## src/rtl/opsh_pkg.sv

```systemverilog
package opsh_pkg;
   typedef enum logic [1:0] {
      SK_LSL = 2'd0,
      SK_LSR = 2'd1,
      SK_ASR = 2'd2,
      SK_ROR = 2'd3
   } shift_kind_e;

   typedef enum logic [1:0] {
      OS_IMM_AMT = 2'd0,
      OS_REG_AMT = 2'd1,
      OS_ROT_IMM = 2'd2,
      OS_RAW     = 2'd3
   } opnd_src_e;
endpackage

```

## src/rtl/opsh_plan.sv

```systemverilog
// Turns the selected operand form into one canonical request:
// value, shift type, saturated amount, rotate-through-carry, or hold.
module opsh_plan
   import opsh_pkg::*;
#(
   parameter int DATA_W    = 32,
   parameter int IMM_AMT_W = 5,
   parameter int REG_AMT_W = 8,
   parameter int IMM_W     = 8,
   parameter int ROT_W     = 4,
   parameter int AMT_W     = 6
) (
   input  opnd_src_e             src,
   input  shift_kind_e           kind,
   input  logic [DATA_W-1:0]     reg_val,
   input  logic [REG_AMT_W-1:0]  amt_byte,
   input  logic [IMM_AMT_W-1:0]  imm_amt,
   input  logic [IMM_W-1:0]      imm_val,
   input  logic [ROT_W-1:0]      imm_rot,
   output logic [DATA_W-1:0]     data,
   output shift_kind_e           eff_kind,
   output logic [AMT_W-1:0]      eff_amt,
   output logic                  rrx,
   output logic                  hold
);
   localparam int LOG_W = $clog2(DATA_W);
   localparam logic [AMT_W-1:0]     AMT_FULL = AMT_W'(DATA_W);
   localparam logic [AMT_W-1:0]     AMT_OVER = AMT_W'(DATA_W + 1);
   localparam logic [REG_AMT_W-1:0] REG_FULL = REG_AMT_W'(DATA_W);

   always_comb begin
      data     = reg_val;
      eff_kind = kind;
      eff_amt  = '0;
      rrx      = 1'b0;
      hold     = 1'b0;
      unique case (src)
         OS_IMM_AMT: begin
            if (imm_amt == '0) begin
               case (kind)
                  SK_LSL:         hold    = 1'b1;
                  SK_LSR, SK_ASR: eff_amt = AMT_FULL;
                  default:        rrx     = 1'b1;
               endcase
            end else begin
               eff_amt = AMT_W'(imm_amt);
            end
         end
         OS_REG_AMT: begin
            if (amt_byte == '0) begin
               hold = 1'b1;
            end else begin
               case (kind)
                  SK_LSL, SK_LSR:
                     eff_amt = (amt_byte > REG_FULL) ? AMT_OVER : AMT_W'(amt_byte);
                  SK_ASR:
                     eff_amt = (amt_byte >= REG_FULL) ? AMT_FULL : AMT_W'(amt_byte);
                  default:
                     eff_amt = (amt_byte[LOG_W-1:0] == '0) ? AMT_FULL
                                                           : AMT_W'(amt_byte[LOG_W-1:0]);
               endcase
            end
         end
         OS_ROT_IMM: begin
            data     = DATA_W'(imm_val);
            eff_kind = SK_ROR;
            if (imm_rot == '0) hold = 1'b1;
            else               eff_amt = AMT_W'({imm_rot, 1'b0});
         end
         default: hold = 1'b1;
      endcase
   end

   always_comb begin
      AST_AMT_SATURATED: assert (eff_amt <= AMT_OVER)
         else $error("amount beyond saturation");
      AST_ONE_SPECIAL: assert (!(rrx && hold))
         else $error("rotate-through-carry and hold together");
   end
endmodule

```

## src/rtl/opsh_rotator.sv

```systemverilog
// Logarithmic right rotator, one stage per amount bit.
module opsh_rotator #(
   parameter int DATA_W = 32,
   parameter int LOG_W  = $clog2(DATA_W)
) (
   input  logic [DATA_W-1:0] din,
   input  logic [LOG_W-1:0]  rot,
   output logic [DATA_W-1:0] dout
);
   logic [DATA_W-1:0] stg [0:LOG_W];

   assign stg[0] = din;

   for (genvar k = 0; k < LOG_W; k++) begin : g_stage
      localparam int S = 1 << k;
      assign stg[k+1] = rot[k] ? {stg[k][S-1:0], stg[k][DATA_W-1:S]} : stg[k];
   end

   assign dout = stg[LOG_W];
endmodule

```

## src/rtl/opsh_core.sv

```systemverilog
// Applies a canonical request: every shift is a rotation plus a fill mask.
module opsh_core
   import opsh_pkg::*;
#(
   parameter int DATA_W = 32,
   parameter int AMT_W  = 6
) (
   input  logic [DATA_W-1:0] data,
   input  shift_kind_e       kind,
   input  logic [AMT_W-1:0]  amt,
   input  logic              rrx,
   input  logic              hold,
   input  logic              c_in,
   output logic [DATA_W-1:0] res,
   output logic              c_out
);
   localparam int LOG_W = $clog2(DATA_W);
   localparam logic [DATA_W-1:0] ONES = '1;

   logic [LOG_W-1:0]  lo;
   logic [LOG_W-1:0]  neg_lo;
   logic [LOG_W-1:0]  rot_amt;
   logic [DATA_W-1:0] rotated;
   logic [DATA_W-1:0] mask_r;
   logic [DATA_W-1:0] mask_l;
   logic              full;
   logic              over;
   logic              sgn;

   assign lo      = amt[LOG_W-1:0];
   assign neg_lo  = ~lo + LOG_W'(1);
   assign rot_amt = (kind == SK_LSL) ? neg_lo : lo;
   assign mask_r  = ONES >> lo;
   assign mask_l  = ONES << lo;
   assign full    = (amt == AMT_W'(DATA_W));
   assign over    = (amt >  AMT_W'(DATA_W));
   assign sgn     = data[DATA_W-1];

   opsh_rotator #(.DATA_W(DATA_W), .LOG_W(LOG_W)) i_rot (
      .din  (data),
      .rot  (rot_amt),
      .dout (rotated)
   );

   always_comb begin
      res   = data;
      c_out = c_in;
      if (hold) begin
         res   = data;
         c_out = c_in;
      end else if (rrx) begin
         res   = {c_in, data[DATA_W-1:1]};
         c_out = data[0];
      end else begin
         case (kind)
            SK_LSL: begin
               if (over) begin
                  res = '0; c_out = 1'b0;
               end else if (full) begin
                  res = '0; c_out = data[0];
               end else begin
                  res = rotated & mask_l; c_out = data[neg_lo];
               end
            end
            SK_LSR: begin
               if (over) begin
                  res = '0; c_out = 1'b0;
               end else if (full) begin
                  res = '0; c_out = data[DATA_W-1];
               end else begin
                  res = rotated & mask_r; c_out = data[lo - LOG_W'(1)];
               end
            end
            SK_ASR: begin
               if (full || over) begin
                  res = {DATA_W{sgn}}; c_out = sgn;
               end else begin
                  res   = (rotated & mask_r) | (sgn ? ~mask_r : '0);
                  c_out = data[lo - LOG_W'(1)];
               end
            end
            default: begin
               res   = rotated;
               c_out = rotated[DATA_W-1];
            end
         endcase
      end
   end
endmodule

```

## src/rtl/opnd_shifter.sv

```systemverilog
module opnd_shifter
   import opsh_pkg::*;
#(
   parameter int DATA_W    = 32,
   parameter int IMM_AMT_W = 5,
   parameter int REG_AMT_W = 8,
   parameter int IMM_W     = 8,
   parameter int ROT_W     = 4
) (
   input  logic [1:0]           src_sel,
   input  logic [1:0]           shift_kind,
   input  logic [DATA_W-1:0]    base_val,
   input  logic [REG_AMT_W-1:0] amt_byte,
   input  logic [IMM_AMT_W-1:0] imm_amt,
   input  logic [IMM_W-1:0]     imm_byte,
   input  logic [ROT_W-1:0]     imm_rot,
   input  logic                 c_in,
   output logic [DATA_W-1:0]    opnd_out,
   output logic                 c_out
);
   localparam int LOG_W = $clog2(DATA_W);
   localparam int AMT_W = $clog2(DATA_W + 2);

   if ((1 << LOG_W) != DATA_W) begin : g_chk_pow2
      $error("DATA_W must be a power of two");
   end
   if (IMM_AMT_W != LOG_W) begin : g_chk_imm_amt
      $error("IMM_AMT_W must equal log2(DATA_W)");
   end
   if (ROT_W + 1 != LOG_W) begin : g_chk_rot
      $error("twice the rotate field must span log2(DATA_W) bits");
   end
   if (IMM_W > DATA_W) begin : g_chk_imm
      $error("IMM_W wider than DATA_W");
   end
   if ((1 << REG_AMT_W) <= DATA_W + 1) begin : g_chk_reg_amt
      $error("REG_AMT_W cannot express an over-range amount");
   end

   opnd_src_e         src;
   shift_kind_e       kind;
   logic [DATA_W-1:0] p_data;
   shift_kind_e       p_kind;
   logic [AMT_W-1:0]  p_amt;
   logic              p_rrx;
   logic              p_hold;

   assign src  = opnd_src_e'(src_sel);
   assign kind = shift_kind_e'(shift_kind);

   opsh_plan #(
      .DATA_W(DATA_W), .IMM_AMT_W(IMM_AMT_W), .REG_AMT_W(REG_AMT_W),
      .IMM_W(IMM_W), .ROT_W(ROT_W), .AMT_W(AMT_W)
   ) i_plan (
      .src      (src),
      .kind     (kind),
      .reg_val  (base_val),
      .amt_byte (amt_byte),
      .imm_amt  (imm_amt),
      .imm_val  (imm_byte),
      .imm_rot  (imm_rot),
      .data     (p_data),
      .eff_kind (p_kind),
      .eff_amt  (p_amt),
      .rrx      (p_rrx),
      .hold     (p_hold)
   );

   opsh_core #(.DATA_W(DATA_W), .AMT_W(AMT_W)) i_core (
      .data  (p_data),
      .kind  (p_kind),
      .amt   (p_amt),
      .rrx   (p_rrx),
      .hold  (p_hold),
      .c_in  (c_in),
      .res   (opnd_out),
      .c_out (c_out)
   );

   always_comb begin
      if (src == OS_REG_AMT && amt_byte == '0)
         AST_REG_ZERO_HOLD: assert (opnd_out == base_val && c_out == c_in)
            else $error("zero register amount altered operand");
      if (src == OS_REG_AMT && (kind == SK_LSL || kind == SK_LSR) &&
          amt_byte > REG_AMT_W'(DATA_W))
         AST_LOGIC_OVERFLOW: assert (opnd_out == '0 && !c_out)
            else $error("logical over-range not cleared");
      if (src == OS_REG_AMT && kind == SK_ASR && amt_byte >= REG_AMT_W'(DATA_W))
         AST_ASR_SATURATE: assert (opnd_out == {DATA_W{base_val[DATA_W-1]}} &&
                                   c_out == base_val[DATA_W-1])
            else $error("arithmetic over-range not sign filled");
      if (src == OS_IMM_AMT && kind == SK_ROR && imm_amt == '0)
         AST_RRX_FORM: assert (opnd_out == {c_in, base_val[DATA_W-1:1]} &&
                               c_out == base_val[0])
            else $error("rotate through carry wrong");
      if (src == OS_ROT_IMM && imm_rot == '0)
         AST_ROT_ZERO_CARRY: assert (opnd_out == DATA_W'(imm_byte) && c_out == c_in)
            else $error("unrotated constant wrong");
      if (src == OS_RAW)
         AST_RAW_PASS: assert (opnd_out == base_val && c_out == c_in)
            else $error("raw source altered operand");
   end
endmodule

```

## config.mk

```make
export PLATFORM = sky130hd
export DESIGN_NAME = opnd_shifter
export DESIGN_NICKNAME = d
export VERILOG_FILES = /design/src/rtl/opsh_pkg.sv /design/src/rtl/opsh_plan.sv /design/src/rtl/opsh_rotator.sv /design/src/rtl/opsh_core.sv /design/src/rtl/opnd_shifter.sv
export SDC_FILE = /design/constraint.sdc
export NUM_CORES = 1
export LEC_CHECK = 0
export ABC_AREA = 1
export BUFFER_PORTS_ARGS = -buffer_cell sky130_fd_sc_hd__clkbuf_2
export CAP_MARGIN = 20
export CORE_ASPECT_RATIO = 0.6
export CORE_UTILIZATION = 30
export DETAILED_ROUTE_END_ITERATION = 8
export PLACE_DENSITY_LB_ADDON = 0.08
export SYNTH_ARGS = -nofsm -noshare
export SYNTH_HDL_FRONTEND = slang
export SYNTH_SLANG_ARGS = --single-unit
```

## constraint.sdc

```tcl
create_clock -name vclk -period 6.3
set_clock_uncertainty 0.1 [all_clocks]
set_input_delay 1.26 -clock vclk [all_inputs]
set_output_delay 1.26 -clock vclk [all_outputs]
set_load 0.01 [all_outputs]
```

Word-level counts from Yosys, hierarchy flattened
Index checks and enable logic that the tools add are counted.
Storage, ports and cells
  flip-flop bits (word level): 0
  word-level logic and storage cells: 78
  input bits: 62
Operators by class
  equality and inequality tests: 7
  multiplexer cells: 46
  order comparisons: 5
  shift operators: 2
  add/subtract/negate cells: 2
  bitwise operators: 5
  reductions and logical operators: 11
Operators by type and width (count)
  two-way mux 32 bit: 14
  one-hot mux 32 bit (3 select lines): 1
  AND 32 bit: 2
  two-way mux 6 bit: 6
  NOT 32 bit: 1
  OR 32 bit: 1
  << shifter 32 x 5 -> 32 bit (first input constant): 1
  right shift 32 x 5 -> 32 bit (first input constant): 1
  one-hot mux 6 bit (3 select lines): 1
  two-way mux 1 bit: 16
  less-than comparator 5 x 6 -> 1 bit (second input constant): 2
  one-hot mux 6 bit (2 select lines): 1
  binary-select mux 1 bit (select 5 bit): 2
  logical NOT 5 bit: 2
  two-way mux 5 bit: 2
  greater-or-equal comparator 8 x 6 -> 1 bit (second input constant): 1
  greater-than comparator 8 x 6 -> 1 bit (second input constant): 1
  logical NOT 8 bit: 1
  == test 2 x 1 -> 1 bit (second input constant): 3
  == test 2 bit (second input constant): 3
  == test 6 bit (second input constant): 1
  greater-than comparator 6 bit (second input constant): 1
  logical NOT 2 bit: 3
  one-hot mux 1 bit (3 select lines): 2
  8 further kinds: 9

Longest topological paths before layout
Gate-level depths: netlist of run 1.
  word-level depth: 19
  mapped depth: 26
  mapped depth without buffers: 24

By module
A second synthesis of run 1 with hierarchy kept.
Unflattened totals
  cell total of the unflattened synthesis: 1090
  area, all modules: 5385.2 µm²
By module, submodules not included
  opsh_core: times used 1, area an instance 2610.0 µm², cells each 524
  opsh_rotator: times used 1, area an instance 1974.4 µm², cells each 392
  opsh_plan: times used 1, area an instance 800.8 µm², cells each 174

Worst setup path after synthesis of run 1
No wires, ideal clock.
  path kind: input-to-output
  start: input port shift_kind[0]
  end: output port opnd_out[0]
  setup slack: 0.830 ns
  stages: 22
  data required time: 4.940 ns
  data arrival time: 4.110 ns
  path through: inv_1 -> ha_1 -> nor2_2 -> inv_1 -> o21ai_1 -> nand2_1 -> nand3_1 -> nand2_2 -> inv_1 -> ha_1 -> inv_1 -> ha_1 -> clkbuf_1 -> nand2_1 -> o21ai_4 -> inv_2 -> buf_2 -> o211ai_1 -> nand3_1 -> nand3_1 -> nand3_1 -> a21boi_1
On the way
  cells in the longest elaborated chain, start to end: 19
Ends and longest elaborated chain
  start: declaration: RTL line opnd_shifter.sv:11  | input logic [1:0] shift_kind,
  == test 2 x 1 -> 1 bit / logical NOT 2 bit (equally long branches): RTL line opsh_plan.sv:40, opsh_plan.sv:53
  OR reduction 2 bit: RTL line opsh_plan.sv:53  | case (kind)
  one-hot mux 6 bit (2 select lines): RTL line opsh_plan.sv:53
  two-way mux 6 bit: RTL line opsh_plan.sv:50  | if (amt_byte == '0) begin
  one-hot mux 6 bit (3 select lines): RTL line opsh_plan.sv:37  | unique case (src)
  NOT 5 bit: RTL line opsh_core.sv:31  | assign neg_lo = ~lo + LOG_W'(1);
  adder 5 x 1 -> 5 bit: RTL line opsh_core.sv:31
  two-way mux 5 bit: RTL line opsh_core.sv:32  | assign rot_amt = (kind == SK_LSL) ? neg_lo : lo;
  two-way mux 32 bit (5 in series): RTL line opsh_rotator.sv:16  | assign stg[k+1] = rot[k] ? {stg[k][S-1:0], stg[k][DATA_W-1:S]} : stg[k];
  AND 32 bit, on equally long branches: RTL line opsh_core.sv:71, opsh_core.sv:78, opsh_core.sv:62
  OR 32 bit, or another cell as far along: RTL line opsh_core.sv:78  | res = (rotated & mask_r) | (sgn ? ~mask_r : '0);
  two-way mux 32 bit, on equally long branches: RTL line opsh_core.sv:75, opsh_core.sv:57, opsh_core.sv:66
  one-hot mux 32 bit (3 select lines): RTL line opsh_core.sv:55  | case (kind)
  two-way mux 32 bit: RTL line opsh_core.sv:51  | end else if (rrx) begin
  two-way mux 32 bit *: RTL line opsh_core.sv:48  | if (hold) begin
  end: declaration: RTL line opnd_shifter.sv:18  | output logic [DATA_W-1:0] opnd_out,
Mark *: on every way between the ends. The rest lies on a longest branch, timed or not.

Worst setup path in the final report of run 1
  start: input port shift_kind[0]
  end: output port opnd_out[1]
Same word-level chain as after synthesis.

==> results of run 1 <==
## logic make-up (layout without fill, tap and decap cells)
| family | after synthesis | in the layout | share of synthesized area [%] |
|---|---|---|---|
| AO/OA/AOI/OAI | 233 | 233 | 26.0 |
| adder cells (fa/ha/maj) | 9 | 9 | 2.14 |
| buffers and inverters | 171 | 252 | 14.3 |
| multiplexers | 8 | 8 | 1.52 |
| other | 0 | 1 | 0 |
| AND/OR/NAND/NOR | 670 | 670 | 56.0 |
## layout make-up
cell class                 instances  area (sq um)  share of cell area [%]
antenna                            1          2.50                  0.0406
tap                              234           293                    4.75
timing repair buffer             145           931                    15.1
inverter                         107           409                    6.64
multi-input combinational        920          4520                    73.4
## stage by stage
step | util [%] | hold WS [ns]
2_1_floorplan | - | 2.54
3_3_place_gp | 35.5 | 2.76
3_5_place_dp | 35.5 | 2.75
4_1_cts | 35.5 | 2.75
5_1_grt | 35.9 | 2.77
6_report | 36.0 | 2.75
## worst max-delay path by stage
stage / startpoint / endpoint / slack, ns
after floorplan: shift_kind[0] / opnd_out[0] / 0.83
after global placement: shift_kind[0] / opnd_out[30] / 0.31
final: shift_kind[0] / opnd_out[1] / 0.27
after CTS: shift_kind[0] / opnd_out[15] / 0.24
after detailed placement: shift_kind[0] / opnd_out[15] / 0.26
after global routing: shift_kind[0] / opnd_out[9] / 0.05
## critical path, cell delays in order
cell and delay (ns):
clkbuf_2 0.13, inv_1 0.09, ha_1 0.25, nor2_4 0.15
inv_1 0.08, o21ai_1 0.12, nand2_1 0.07, nand3_1 0.10
nand2_2 0.06, inv_1 0.09, ha_1 0.27, nand2_1 0.08
nand2_1 0.10, buf_12 0.19, o21ai_1 0.43, mux2i_1 0.19
nand2_1 0.12, nand3_1 0.07, nand3_1 0.24, nand3_1 0.17
a21boi_1 0.21, clkbuf_2 0.17
## cells in the final DEF, fill, tap and decap left out, types with 4 or more instances in the layout
cell / n
a21boi_1: 4
a21oi_1: 68
a31oi_1: 6
buf_12: 5
buf_4: 44
clkbuf_2: 95
ha_1: 9
inv_1: 88
inv_2: 16
mux2i_1: 8
nand2_1: 365
nand2_2: 5
nand2_4: 4
nand3_1: 200
nor2_1: 63
nor2_2: 4
nor2_4: 7
o211ai_1: 16
o21ai_0: 52
o21ai_1: 52
o221ai_1: 18
or2_2: 8
## per-layer routing
layer	GRT usage [%]	vias to the layer above	part of all wire, %
li1	-	3810	-
met1	49.3	3527	50
met2	38.4	490	35
met3	8.48	32	14
met4	4.42	0	1.5
met5	0	-	0
## power by group through the flow
stage	sequential [W]	clock, W	combinational [W]
after CTS	0	0	0.000957
after global routing	0	0	0.00109
final	0	0.000000000121	0.00101
after detailed placement	0	0	0.000953
after floorplan	0	0	0.000603
after global placement	0	0	0.000963
## timing repair
| action | CTS | global route |
|---|---|---|
| endpoints found under the setup margin | 0 | 31 |
| resized for setup | 0 | 12 |
| hold buffers | 0 | 0 |
| setup buffers | 0 | 1 |
==> results.tsv, run 1 <==
metric	value	unit
status	finished, final reports clean	
dpl-instance-area	6080	sq um
synth_most_common_cell	nand2_1	
pin_count	95	
yosys.area.top_type	nand2_1	
final.setup.tns	0	ns
gp_congestion	1.04	
p_clk_share	0	%
antenna_found_initial	1	
die_h	105	um
regArea	0	sq um
floorplan.initialDensity	30.7	%
drive_above_1_share	17.2	%
ys.warnings.count	0	
ir_drop	0.0000538	V
track_usage	30.5	%
post_synth.cell_area_avg	4.82	sq um
viasPerCell	5.59	
synth_nets	1162	
finalHoldViolCount	0	
rows	37	
wl_per_cell	20.2	um
switching_share	68.8	%
synth.area.top_cells	nand2_1 (26%), nand3_1 (19%), a21oi_1 (6.5%)	
end_kind	output pin	
die_area	18100	sq um
synth_top_area_share	26.0	%
power_density	164	nW/um^2
rsz0062_at_grt	no	
min_period	6.03	ns
switchingPower	0.000694	W
grt_pass1_wl	42.6	mm
grt_max_degree	46	
seq_power_share	0	%
drtIter0Drc	1104	
synth_area	5260	sq um
holdPathEnd	c_out	
instances_no_fill	1407	
slew_viol_final	0	
drt-total-wl	28.4	mm
via_count	7859	
finalSetupViolCount	0	
power.internal	0.000315	W
holdCritStartpoint	c_in	
nFillCells	2052	
synth_commonest_cells	nand2_1 (365), nand3_1 (201), inv_1 (88), a21oi_1 (68), nor2_1 (64)	
tightest_slew	1.03	ns
grt_overflow	0	
max_freq	166	MHz
ys_seq_area_share	0	%
final_area	6160	sq um
period_share	95.6	%
dp_cells	1404	
hold_path_depth	4	
place_ws	0.255	ns
grt_pass1_vias	7023	
crit_fanout	41	
nClkBuffers	0	
areaGrowthSynthToFinish	17.1	%
totalPowerFinal	0.00101	W
nFlopsAndLatches	0	
syn-instance-count	1091	
port_buffers	95	
fin_nets	1245	
crit_required	4.94	ns
dr.pass1.iters	6	
path_class	in -> out	
setup.worst_path.start_class	primary input	
maxCapViolCount	0	
drc	0	
holdCritPathClass	in -> out	
dpl.hpwl	23.4	mm
die_x	173	um
cp.arrival	4.67	ns
slew_headroom	31.3	%
power.leakage	3.26	nW
drtAntennaViolNets	0	
combPwrFrac	100.0	%
yosysUniqueCellTypes	45	
core-area	17100	sq um
worst_slack	0.275	ns
Power figures use the tool's default switching activity.
==> inputs of run 2 (changes only) <==
--- a/config.mk
+++ b/config.mk
@@ -8,7 +8,6 @@
 export ABC_AREA = 1
 export BUFFER_PORTS_ARGS = -buffer_cell sky130_fd_sc_hd__clkbuf_2
 export CAP_MARGIN = 20
-export CORE_ASPECT_RATIO = 0.6
 export CORE_UTILIZATION = 30
 export DETAILED_ROUTE_END_ITERATION = 8
 export PLACE_DENSITY_LB_ADDON = 0.08
==> results.tsv, run 2 (synthesis gave the netlist of run 1 again) <==
metric	value	unit	change
status	finished, final reports clean		
cp.arrival	4.67	ns	about the same
nFillCells	2035		-0.83%
maxCapViolCount	0		unchanged
grt.busiest_layer	met2		
met2_usage	48.7	%	+10 points
dpl.hpwl	22.9	mm	-2.1%
die_area	18100	sq um	about the same
grt_pass1_wl	41.5	mm	-2.6%
antenna_cells	0		-1
worst_slack	0.268	ns	-0.00746 ns
die_h	134	um	+29%
place_ws	0.170	ns	-0.0854 ns
port_buffers	95		unchanged
crit_required	4.94	ns	about the same
wl_per_cell	20.0	um	-1.2%
final_area	6060	sq um	-1.7%
crit_start	shift_kind[1]		
viasPerCell	5.61		+0.49%
final.setup.tns	0	ns	unchanged
final_cell_mix	nand2_1 (365), nand3_1 (200), clkbuf_2 (94)		
areaGrowthSynthToFinish	15.1	%	
final_common_cell	nand2_1		
period_share	95.8	%	+0.12 points
utilization	35.1	%	-0.82 points
slew_viol_final	0		unchanged
finalHoldViolCount	0		unchanged
drt-total-wl	27.8	mm	-2.4%
regArea	0	sq um	unchanged
pin_count	95		unchanged
grt.met1_usage	44.1	%	-5.2 points
drc	0		unchanged
drive_above_1_share	17.0	%	-0.24 points
tightest_slew	0.861	ns	-0.169 ns
crit_fanout	8		-80%
min_period	6.03	ns	+0.00746 ns
use_met3	1.78	%	-6.7 points
drtIter0Drc	936		-15%
drtAntennaViolNets	0		unchanged
ir_drop	0.0000523	V	-2.8%
nClkBuffers	0		unchanged
core-area	17200	sq um	+0.63%
setup.worst_path.start_class	primary input		
holdCritPathClass	in -> out		
slew_headroom	42.5	%	+11 points
crit_path_end	opnd_out[28]		
power_density	161	nW/um^2	-1.6%
finalSetupViolCount	0		unchanged
antenna_found_initial	0		-1
grt_overflow	0		unchanged
fin_nets	1238		-0.56%
track_usage	30.0	%	-0.49 points
totalPowerFinal	0.000976	W	-3.3%
die_x	134	um	-22%
dpl-instance-area	5970	sq um	-1.8%
end_kind	output pin		
nFlopsAndLatches	0		unchanged
grt_pass1_vias	6989		-0.48%
dr.pass1.iters	7		+1
via_count	7802		-0.73%
max_freq	166	MHz	-0.12%
grt_max_degree	47		+2.2%
gp_congestion	0.957		-8.3%
power.leakage	3.21	nW	-1.4%
rows	48		+30%
floorplan.initialDensity	30.5	%	-0.19 points
path_class	in -> out		
## run 2: area by class of cell
| type | count | area (sq um) | share of cell area [%] |
|---|---|---|---|
| Timing Repair Buffer | 137 | 833 | 13.8 |
| Multi-Input combinational cell | 920 | 4530 | 74.8 |
| Tap cell | 225 | 282 | 4.65 |
| Inverter | 107 | 407 | 6.71 |
| Timing Repair inverter | 1 | 5.00 | 0.0826 |
## run 2: stage by stage
step | instances | hold slack (ns)
CTS | 1382 | 2.76
global placement | 1382 | 2.76
floorplan | 1091 | 2.54
detailed placement | 1382 | 2.76
finish | 1390 | 2.76
global route | 1390 | 2.78
## run 2: routing by layer
metal	vias to the layer above	wire (um)
li1	3801	-
met5	-	0
met2	423	12400
met3	31	2330
met4	0	456
met1	3547	12600
## run 2: what timing repair did
action | CTS | global route
resized for setup | 0 | 14
hold buffers | 0 | 0
buffers inserted | 0 | 7
setup endpoints to repair | 0 | 33
## run 2: where the power goes
| part | internal (W) | leakage [nW] | total (W) | switching [W] |
|---|---|---|---|---|
| clock network | 0 | 0 | 0 | 0 |
| logic | 0.000306 | 3.21 | 0.000976 | 0.000670 |
| registers | 0 | 0 | 0 | 0 |
## run 2: worst min-delay path by stage
stage,slack [ns],from,depth (start not counted),to
after floorplan,2.54,c_in,2,c_out
after global placement,2.76,c_in,4,c_out
after detailed placement,2.76,base_val[11],4,opnd_out[11]
after CTS,2.76,base_val[11],4,opnd_out[11]
after global routing,2.78,base_val[11],4,opnd_out[11]
final,2.76,base_val[11],4,opnd_out[11]
## run 2: worst max-delay path, cell delays in order
cell and delay (ns):
buf_2 0.19, inv_1 0.11, ha_1 0.24, nor2_4 0.15, inv_1 0.08, o21ai_1 0.12, nand2_1 0.06, nand3_1 0.10
nand2_2 0.07, inv_1 0.09, ha_1 0.18, inv_1 0.05, ha_1 0.29, nand2_1 0.09, o21ai_4 0.16, clkinv_4 0.16
buf_2 0.21, o21ai_1 0.22, nand2_1 0.09, nand3_1 0.08, nand3_1 0.12, o211ai_1 0.19, nand2_1 0.11, nand2_1 0.11
clkbuf_2 0.14
